`src/rtl/dac_latch_pkg.sv`:
```
package dac_latch_pkg;

    parameter int CODE_W = 8;
    localparam int BIPOLAR_MID = 1 << (CODE_W - 1);

    typedef logic [CODE_W-1:0] code_t;

    typedef struct packed {
        logic sel_n;
        logic wr_n;
        logic xfer_n;
        logic clr_n;
    } ctrl_t;

    typedef enum logic [2:0] {
        MODE_HOLD  = 3'd0,
        MODE_FRONT = 3'd1,
        MODE_BACK  = 3'd2,
        MODE_FLOW  = 3'd3,
        MODE_CLEAR = 3'd4
    } mode_e;

    typedef struct packed {
        logic front_open;
        logic back_open;
        logic wipe;
    } stage_en_t;

    function automatic mode_e classify(input ctrl_t c);
        logic f;
        logic b;
        if (!c.clr_n) return MODE_CLEAR;
        f = !c.sel_n && !c.wr_n;
        b = !c.xfer_n && !c.wr_n;
        if (f && b) return MODE_FLOW;
        if (f) return MODE_FRONT;
        if (b) return MODE_BACK;
        return MODE_HOLD;
    endfunction

endpackage

```
`src/rtl/dac_ctrl_decode.sv`:
```
module dac_ctrl_decode
    import dac_latch_pkg::*;
(
    input  ctrl_t     ctrl,
    output stage_en_t en
);
    mode_e mode;

    always_comb begin
        mode = classify(ctrl);
        en   = '0;
        unique case (mode)
            MODE_CLEAR: en.wipe = 1'b1;
            MODE_FRONT: en.front_open = 1'b1;
            MODE_BACK:  en.back_open = 1'b1;
            MODE_FLOW: begin
                en.front_open = 1'b1;
                en.back_open  = 1'b1;
            end
            default: en = '0;
        endcase
    end
endmodule

```
`src/rtl/dac_code_stage.sv`:
```
module dac_code_stage #(
    parameter int W = 8
) (
    input  logic         clk,
    input  logic         rst,
    input  logic         wipe,
    input  logic         open,
    input  logic [W-1:0] d,
    output logic [W-1:0] q
);
    for (genvar i = 0; i < W; i++) begin : g_bit
        always_ff @(posedge clk) begin
            if (rst || wipe) q[i] <= 1'b0;
            else if (open)   q[i] <= d[i];
        end
    end
endmodule

```
`src/rtl/dac_latch_pair.sv`:
```
module dac_latch_pair
    import dac_latch_pkg::*;
(
    input  logic              clk,
    input  logic              rst,
    input  logic [CODE_W-1:0] bus_data,
    input  logic              sel_n,
    input  logic              wr_n,
    input  logic              xfer_n,
    input  logic              clr_n,
    output logic [CODE_W-1:0] out_code
);
    ctrl_t     ctrl;
    stage_en_t en;
    code_t     front_q;
    code_t     back_d;

    assign ctrl = '{sel_n: sel_n, wr_n: wr_n, xfer_n: xfer_n, clr_n: clr_n};

    dac_ctrl_decode u_dec (
        .ctrl (ctrl),
        .en   (en)
    );

    dac_code_stage #(.W(CODE_W)) u_front (
        .clk  (clk),
        .rst  (rst),
        .wipe (en.wipe),
        .open (en.front_open),
        .d    (bus_data),
        .q    (front_q)
    );

    // An open front stage passes the bus straight through to the back stage.
    assign back_d = en.front_open ? bus_data : front_q;

    dac_code_stage #(.W(CODE_W)) u_back (
        .clk  (clk),
        .rst  (rst),
        .wipe (en.wipe),
        .open (en.back_open),
        .d    (back_d),
        .q    (out_code)
    );
endmodule

```
`config.mk`:
```
export PLATFORM = sky130hd
export DESIGN_NAME = dac_latch_pair
export DESIGN_NICKNAME = d
export VERILOG_FILES = /design/src/rtl/dac_latch_pkg.sv /design/src/rtl/dac_ctrl_decode.sv /design/src/rtl/dac_code_stage.sv /design/src/rtl/dac_latch_pair.sv
export SDC_FILE = /design/constraint.sdc
export NUM_CORES = 1
export LEC_CHECK = 0
export CAP_MARGIN = 25
export CORE_ASPECT_RATIO = 1.1
export CORE_MARGIN = 5
export CORE_UTILIZATION = 40
export DETAILED_ROUTE_END_ITERATION = 6
export PLACE_DENSITY = 0.78
export REMOVE_ABC_BUFFERS = 1
export SLEW_MARGIN = 20
export SYNTH_ARGS = -nofsm -noshare
export SYNTH_HDL_FRONTEND = slang
export SYNTH_SLANG_ARGS = --single-unit
```
`constraint.sdc`:
```
create_clock -name clk -period 0.8 [get_ports clk]
set_input_delay 0.12 -clock clk [delete_from_list [all_inputs] [get_ports clk]]
set_output_delay 0.12 -clock clk [all_outputs]
set_load 0.05 [all_outputs]
```
Yosys cells after proc, flatten, opt, wreduce, memory -nomap -nowiden
Index checks and enable logic that the tools add are counted.
{"block": "word_totals", "ff_bits": 16, "in_bits": 14, "out_inout_bits": 8, "word_cells": 50}
{"block": "classes", "eq_ne": 4, "n_mux": 21, "reduce_logical": 9}
{"cell": "2-to-1 mux 3 bit", "n": 8}
{"cell": "2-to-1 mux 1 bit", "n": 12}
{"cell": "2-to-1 mux 8 bit", "n": 1}
{"cell": "equality test 3 x 2 -> 1 bit, second input constant", "n": 2}
{"cell": "OR reduction 2 bit", "n": 2}
{"cell": "equality test 3 x 1 -> 1 bit, second input constant", "n": 1}
{"cell": "equality test 3 bit, second input constant", "n": 1}
{"cell": "logical AND 1 bit", "n": 3}
{"cell": "zero test 1 bit", "n": 3}
{"cell": "logical OR 1 bit", "n": 1}

Logic depth before layout (Yosys ltp)
Gate-level depths: netlist (run 1).
{"block": "logic_depth", "depth_word": 18, "ltp_mapped": 4, "ltp_nobuf": 2}

Modules after synthesis
Synthesis (run 1) repeated with hierarchy kept, for this count alone.
{"block": "hier_totals", "hier_cells": 66, "hier_area_um2": 750.7}
{"module": "dac_code_stage", "n_inst": 2, "cells_per_inst": 27, "area_each_um2": 295.3, "seq_area_each_um2": 160.2}
{"module": "dac_latch_pair", "n_inst": 1, "cells_per_inst": 9, "area_each_um2": 131.4, "seq_area_each_um2": 0.0}
{"module": "dac_ctrl_decode", "n_inst": 1, "cells_per_inst": 3, "area_each_um2": 28.8, "seq_area_each_um2": 0.0}

Worst setup path after synthesis (run 1)
Ideal clock, no wire load.
{"block": "synth_path", "path_type": "register to register", "from": "reg u_back.q[0] (netlist name)", "to": "reg u_back.q[0]", "setup_time_ns": 0.086, "arrival_time_ns": 0.995, "required_ns": 0.714, "setup_slack_ns": -0.281, "path_stages_with_launch": 3, "path_buffers": 0, "period_less_slack_ns": 1.081, "path_cell_list": "dfxtp_1 -> o21ba_2 -> a211oi_1"}
{"item": "end signal, assigned by index", "line_no": "dac_code_stage.sv:14", "rtl": "else if (open) q[i] <= d[i];"}
{"item": "end, declared", "line_no": "dac_code_stage.sv:9", "rtl": "output logic [W-1:0] q"}

Worst setup path after layout (run 1)
{"block": "layout_path", "from": "reg u_back.q[7]", "to": "out out_code[7]"}
{"item": "end, declared", "line_no": "dac_latch_pair.sv:11", "rtl": "output logic [CODE_W-1:0] out_code"}
No word-level cell between the ends.

==> results by group, run 1 <==
Worst hold path
  • Min-Delay Endpoint: u_back.q[2]$_SDFFE_PP0P_
  • HP Start: rst
  • Worst min path class: in2reg
  • Hold Path Depth: 3

Worst setup path
  • CP startpoint kind: register
  • Data required time of the worst path: 0.68 ns
  • Crit Path Category: reg2out
  • Setup crit end kind: output pin
  • CP max FO: 2
  • Critical Path AT: 0.89 ns
  • R2r worst-path depth: 3
  • FF-to-FF End: u_back.q[7]$_SDFFE_PP0P_
  • Start of the worst register-to-register path: u_back.q[7]$_SDFFE_PP0P_
  • CP startpoint: u_back.q[7]$_SDFFE_PP0P_
  • R2r setup slk: -0.03 ns

Run status
  • Violated checks: negative setup slack
  • Status: finished with violations

Detailed routing
  • Vias/cell: 5.881
  • Vias: 741
  • DR pass1 iterations: 4
  • ANT nets after route: 0
  • Drt drc: 0
  • Starting DRT DRC Count: 23
  • Detailed Route WL: 2460 um
  • WL/cell: 19.52 um

Power
  • Max VDD drop: 0.0008533 V
  • Internal power: 1.332 mW
  • PD cells: 1393 mW/mm^2
  • Clock power frac: 30.3%
  • Leakage: 0.5375 nW
  • Sequential share of power: 45.5%
  • P_sw: 0.5013 mW
  • Power share of the combinational group: 24.2%
  • Net Sw Frac: 27.35%

Yosys
  • Avg Cell Area, Syn: 10.27 um^2
  • Synthesized cell area: 749.5 um^2
  • Post-synthesis sequential area ratio: 42.74%
  • Netlist cell types: 14
  • Synth Instances: 73
  • Yosys Warn Count: 0
  • Register bit count reported by yosys: 16

Global route
  • Grt total ovfl: 0
  • Initial antenna violation count: 0
  • Number of global-route vias before repair: 764
  • First-pass GRT wire length: 3574 um
  • Gr usage total: 17.08%
  • Largest net degree at the start of global routing: 17

Floorplan
  • Die width: 51.27 um
  • Vert. Die Dim: 55.40 um
  • I/O pin count: 22
  • CORE AREA: 0.001782 mm^2
  • Core Rows: 16
  • Starting density of the core: 42.06%
  • Die footprint: 0.002840 mm^2

Clock network
  • CTS sink count: 16
  • H-tree Lvls: 1
  • Clk buf depth: 2
  • Num CTS Buffers: 3
  • Clock slew at the register clock pins of the worst setup and hold paths: 0.10 ns
  • Root buf cell: clkbuf_4
  • Clk Latency, worst-skew pair: 0.30 ns
  • CTS tree: yes

Layout
  • Design area: 0.001316 mm^2
  • Diode count: 0
  • Post-route insts no fill: 126
  • Area growth syn-to-layout: 75.63%
  • NumNets Final: 123
  • Commonest non-fill, non-tap cells in the layout: buf_6, dlygate4sd2_1, buf_12
  • Commonest non-fill, non-tap cell in the layout: buf_6
  • Layout cells sized above 1: 53.70%

Placed design
  • GP Congestion: 0.7098
  • DP Worst Slack: -0.6432 ns
  • Placed instance area: 0.001136 mm^2
  • Post-Place Cells: 118
  • Port Buffer Count: 21

Timing
  • RSZ-0062 raised after global routing: yes
  • Setup ws final: -0.2061 ns
  • Final hold vios: 0
  • Fmax: 993.9 MHz
  • Final setup TNS: -1.650 ns
  • Worst hold margin: 0.2438 ns
  • Slew @ Worst Pin: 0.3077 ns
  • Final setup vio count: 10
  • Minimum clock period: 1.006 ns
  • Skew final: 0.005018 ns
  • Tcrit/Tclk final: 125.8%
  • Relative slew slack: 79.44%
  • Max Slew Vio Count: 0

Job
  • MaxCap Viol Count: 0
==> through the flow <==
stage	power [mW]	utilization (%)
floorplan	0.9857	-
global placement	1.210	63.76
global route	1.909	73.88
detailed placement	1.222	63.76
CTS	1.800	71.84
finish	1.833	73.88
==> power groups by stage <==
stage / sequential (mW) / combinational, mW / clock [mW]
2_1_floorplan: 0.889 / 0.0971 / 0
3_3_place_gp: 0.845 / 0.365 / 0
3_5_place_dp: 0.846 / 0.376 / 0
4_1_cts: 0.832 / 0.417 / 0.550
5_1_grt: 0.836 / 0.465 / 0.608
6_report: 0.834 / 0.443 / 0.556
==> cells in the mapped netlist <==
master | count | area share (%)
dfxtp_1 | 16 | 43
a21oi_1 | 8 | 5.3
buf_2 | 2 | 1.3
clkbuf_2 | 1 | 0.67
or3b_1 | 8 | 9.3
mux2i_1 | 8 | 11
clkbuf_1 | 1 | 0.50
nand2b_1 | 1 | 0.84
o21ai_0 | 8 | 5.3
o21ba_2 | 8 | 11
a211oi_1 | 8 | 8.0
nor2_1 | 1 | 0.50
buf_4 | 1 | 1.0
buf_6 | 2 | 3.0
==> metal layers <==
metal	track usage, %	vias to the layer above	wire length, um
li1	-	342	-
met2	30.02	27	1271
met4	13.11	0	61
met3	2.957	6	120
met5	0	-	0
met1	17.27	366	1006
==> worst max path at each step <==
stage,to,slack [ns]
final,out_code[7],-0.21
after global routing,out_code[1],-0.24
after CTS,out_code[3],-0.20
after detailed placement,u_back.q[4]$_SDFFE_PP0P_,-0.64
after global placement,u_back.q[5]$_SDFFE_PP0P_,-0.57
after floorplan,u_back.q[0]$_SDFFE_PP0P_,-0.28
==> sequential cells by signal, summed over array words and instances, names as in the netlist <==
register   flops
u_back.q       8
u_front.q      8
==> worst max-delay path: stages (launching register included) <==
cell	delay, ns
dfxtp_2	0.34
buf_6	0.11
buf_12	0.14
==> area by class of cell <==
type,instances,area (um^2)
sequential,16,330.3
multi-input combinational,51,454.2
clock buffer,4,36.28
fill,118,465.4
tap,18,22.52
timing repair buffer,37,473.0
==> logic make-up (layout without fill, tap and decap cells) <==
logic type	count (synthesis)	in the layout	share of synthesized area, %
compound gates	32	32	29.38
buf+inv	7	41	6.510
flops	16	16	42.74
mux	8	8	10.68
simple gates	10	11	10.68
==> what timing repair did <==
item	4_1_cts	5_1_grt
resized for setup	39	11
setup buffers	1	0
cloned	3	1
pin swaps	7	7
endpoints found under the setup margin	24	19
hold buffers	0	0
Power figures use the tool's default switching activity.
==> run 2: changes to the inputs <==
--- a/config.mk
+++ b/config.mk
@@ -6,11 +6,12 @@
 export NUM_CORES = 1
 export LEC_CHECK = 0
 export CAP_MARGIN = 25
-export CORE_ASPECT_RATIO = 1.1
+export CORE_ASPECT_RATIO = 0.75
 export CORE_MARGIN = 5
 export CORE_UTILIZATION = 40
 export DETAILED_ROUTE_END_ITERATION = 6
 export PLACE_DENSITY = 0.78
+export RECOVER_POWER = 25
 export REMOVE_ABC_BUFFERS = 1
 export SLEW_MARGIN = 20
 export SYNTH_ARGS = -nofsm -noshare
==> run 2 against run 1 <==
Effect of this change: the run still ends with negative setup slack left; cell area is 2.3% higher; register-to-register slack better by 0.04 ns; die area is 0.27% higher; largest power group unchanged; flip-flop and latch count is the same; first-iteration DRC count shrank 39%; sequential share of layout area is 0.47 points lower; worst setup slack got worse by 0.023 ns; maximum frequency shrank 2.3%; via count down 1.3%.
==> results by group, run 2 (same netlist as run 1, synthesis figures left out) <==
Run status
  • Status: finished with violations (unchanged)
  • Violated checks: negative setup slack (unchanged)

Placed design
  • Port Buffer Count: 21 (unchanged)
  • Post-DP HPWL: 1340 um
  • DP Worst Slack: -0.5710 ns (was -0.6432 ns)
  • GP Congestion: 0.7241 (was 0.7098)

Detailed routing
  • Detailed Route WL: 2343 um (was 2460 um)
  • WL/cell: 17.62 um (was 19.52 um)
  • Starting DRT DRC Count: 14 (was 23)
  • ANT nets after route: 0 (unchanged)
  • Drt drc: 0 (unchanged)
  • Vias: 731 (was 741)
  • DR pass1 iterations: 4 (unchanged)
  • Vias/cell: 5.496 (was 5.881)

Power
  • Power share of the combinational group: 24.2% (about the same)
  • Net Sw Frac: 27.50% (was 27.35%)
  • Leakage: 0.5660 nW (was 0.5375 nW)
  • Sequential share of power: 44.8% (was 45.5%)
  • PD cells: 1382 mW/mm^2 (was 1393 mW/mm^2)
  • Clock power frac: 31.0% (was 30.3%)
  • Internal power: 1.348 mW (was 1.332 mW)
  • Max VDD drop: 0.001149 V (was 0.0008533 V)
  • Total power: 1.860 mW (was 1.833 mW)
  • P_sw: 0.5114 mW (was 0.5013 mW)

Floorplan
  • Die footprint: 0.002848 mm^2 (was 0.002840 mm^2)
  • Starting density of the core: 42.66% (was 42.06%)
  • Vert. Die Dim: 47.49 um (was 55.40 um)
  • I/O pin count: 22 (unchanged)
  • Core Rows: 13 (was 16)
  • Die width: 59.98 um (was 51.27 um)
  • CORE AREA: 0.001757 mm^2 (was 0.001782 mm^2)

Global route
  • Grt total ovfl: 0 (unchanged)
  • Number of global-route vias before repair: 730 (was 764)
  • First-pass GRT wire length: 3305 um (was 3574 um)
  • Largest net degree at the start of global routing: 13 (was 17)
  • Initial antenna violation count: 0 (unchanged)
  • Gr usage total: 16.53% (was 17.08%)

Worst setup path
  • Data required time of the worst path: 0.68 ns (about the same)
  • Critical Path AT: 0.91 ns (was 0.89 ns)
  • Crit-path max cell delay: 0.35 ns (was 0.34 ns)
  • Critical-path top delay cell: dfxtp_2 (unchanged)
  • Worst-path cell chain: buf_6 > buf_12 (unchanged)
  • CP max FO: 2 (unchanged)
  • Setup crit end kind: output pin (unchanged)
  • CP startpoint kind: register (unchanged)
  • Crit Path Category: reg2out (unchanged)

Clock network
  • Clk Latency, worst-skew pair: 0.31 ns (was 0.30 ns)
  • Num CTS Buffers: 3 (unchanged)
  • CTS tree: yes (unchanged)
  • Clk buf depth: 2 (unchanged)
  • Root buf cell: clkbuf_4 (unchanged)
  • H-tree Lvls: 1 (unchanged)
  • CTS sink count: 16 (unchanged)
  • Clock slew at the register clock pins of the worst setup and hold paths: 0.10 ns (about the same)

Timing
  • Setup ws final: -0.2294 ns (was -0.2061 ns)
  • Final hold vios: 0 (unchanged)
  • Fmax: 971.5 MHz (was 993.9 MHz)
  • Max Slew Vio Count: 0 (unchanged)
  • Final setup TNS: -1.711 ns (was -1.650 ns)
  • Relative slew slack: 80.31% (was 79.44%)
  • Minimum clock period: 1.029 ns (was 1.006 ns)
  • RSZ-0062 raised after global routing: yes (unchanged)
  • Tcrit/Tclk final: 128.7% (was 125.8%)
  • Worst hold margin: 0.1785 ns (was 0.2438 ns)
  • Final setup vio count: 8 (was 10)
  • Slew @ Worst Pin: 0.2947 ns (was 0.3077 ns)
  • Skew final: 0.002030 ns (was 0.005018 ns)

Worst hold path
  • Worst min path class: in2reg (unchanged)

Layout
  • Flip-flop and latch area: 331.6 um^2 (was 330.3 um^2)
  • NumNets Final: 126 (was 123)
  • Post-layout util: 76.64% (was 73.88%)
  • Top Registers: u_back.q x8, u_front.q x8 (unchanged)
  • Commonest non-fill, non-tap cells in the layout: buf_12, buf_6, dfxtp_2 (was buf_6, dlygate4sd2_1, buf_12)
  • Area growth syn-to-layout: 79.63% (was 75.63%)
  • Layout cells sized above 1: 54.95% (was 53.70%)
  • Footprint of the multi-input gates: 431.7 um^2 (was 454.2 um^2)
  • FILL cells: 110 (was 118)
  • Diode count: 0 (unchanged)

Job
  • MaxCap Viol Count: 0 (unchanged)
## run 2: changes by cell type in the layout (fill, tap and decap cells not counted), sizes merged
cell	before	now
clkbuf	4	8
dlygate4sd2	9	8
nand2b	2	1
clkdlybuf4s15	1	0
dlymetal6s2s	2	3
buf	24	25
## run 2: power by group through the flow
stage          Clock [mW]  Combinational, mW  Sequential, mW
6_report            0.576              0.450           0.834
5_1_grt             0.632              0.474           0.835
4_1_cts             0.558              0.412           0.832
3_5_place_dp            0              0.380           0.846
3_3_place_gp            0              0.369           0.845
2_1_floorplan           0             0.0971           0.889
## run 2: worst max-delay path: cells and delay by family (launching register included)
kind	cells	cell delay [ns]
DFF	1	0.35
buffers and inverters	2	0.26
## run 2: area by class of cell
type	count	share of cell area, %
clock buffers	4	2.695
multi-input cells	50	32.06
flip-flops and latches	16	24.63
well taps	22	2.045
repair buffers	41	38.57
## run 2: worst paths after layout
kind,from,endpoint,slack [ns],cells after the start
worst min-delay path,bus_data[6],u_back.q[6]$_SDFFE_PP0P_,0.18,3
worst max register to register,u_back.q[5]$_SDFFE_PP0P_,u_back.q[5]$_SDFFE_PP0P_,0.01,2
worst max-delay path,u_back.q[2]$_SDFFE_PP0P_,out_code[2],-0.23,2
worst min register to register,u_front.q[4]$_SDFFE_PP0N_,u_front.q[4]$_SDFFE_PP0N_,0.48,2
## run 2: through the flow
stage               cells  area [um^2]
finish                133         1346
global route          133         1346
CTS                   131         1285
detailed placement    125         1151
global placement      125         1151
floorplan              66        700.7
## run 2: layer usage
metal	routed length, um	global-route usage, %
met1	934	17.46
met2	1203	29.74
met3	126	4.043
met4	79	11.50
met5	0	0
## run 2: timing repair
item / 4_1_cts / 5_1_grt
gates resized for setup: 36 / 14
cloned: 2 / 1
setup buffers: 0 / 1
setup endpoints to repair: 24 / 18
hold buffers: 0 / 0
pin swaps: 7 / 3
==> run 3: changes to the inputs <==
--- a/config.mk
+++ b/config.mk
@@ -5,7 +5,7 @@
 export SDC_FILE = /design/constraint.sdc
 export NUM_CORES = 1
 export LEC_CHECK = 0
-export CAP_MARGIN = 25
+export CAP_MARGIN = 10
 export CORE_ASPECT_RATIO = 0.75
 export CORE_MARGIN = 5
 export CORE_UTILIZATION = 40
@@ -13,7 +13,6 @@
 export PLACE_DENSITY = 0.78
 export RECOVER_POWER = 25
 export REMOVE_ABC_BUFFERS = 1
-export SLEW_MARGIN = 20
 export SYNTH_ARGS = -nofsm -noshare
 export SYNTH_HDL_FRONTEND = slang
 export SYNTH_SLANG_ARGS = --single-unit
==> results of run 3 <==
No change in the layout: final DEF, timing and power equal those of run 2.
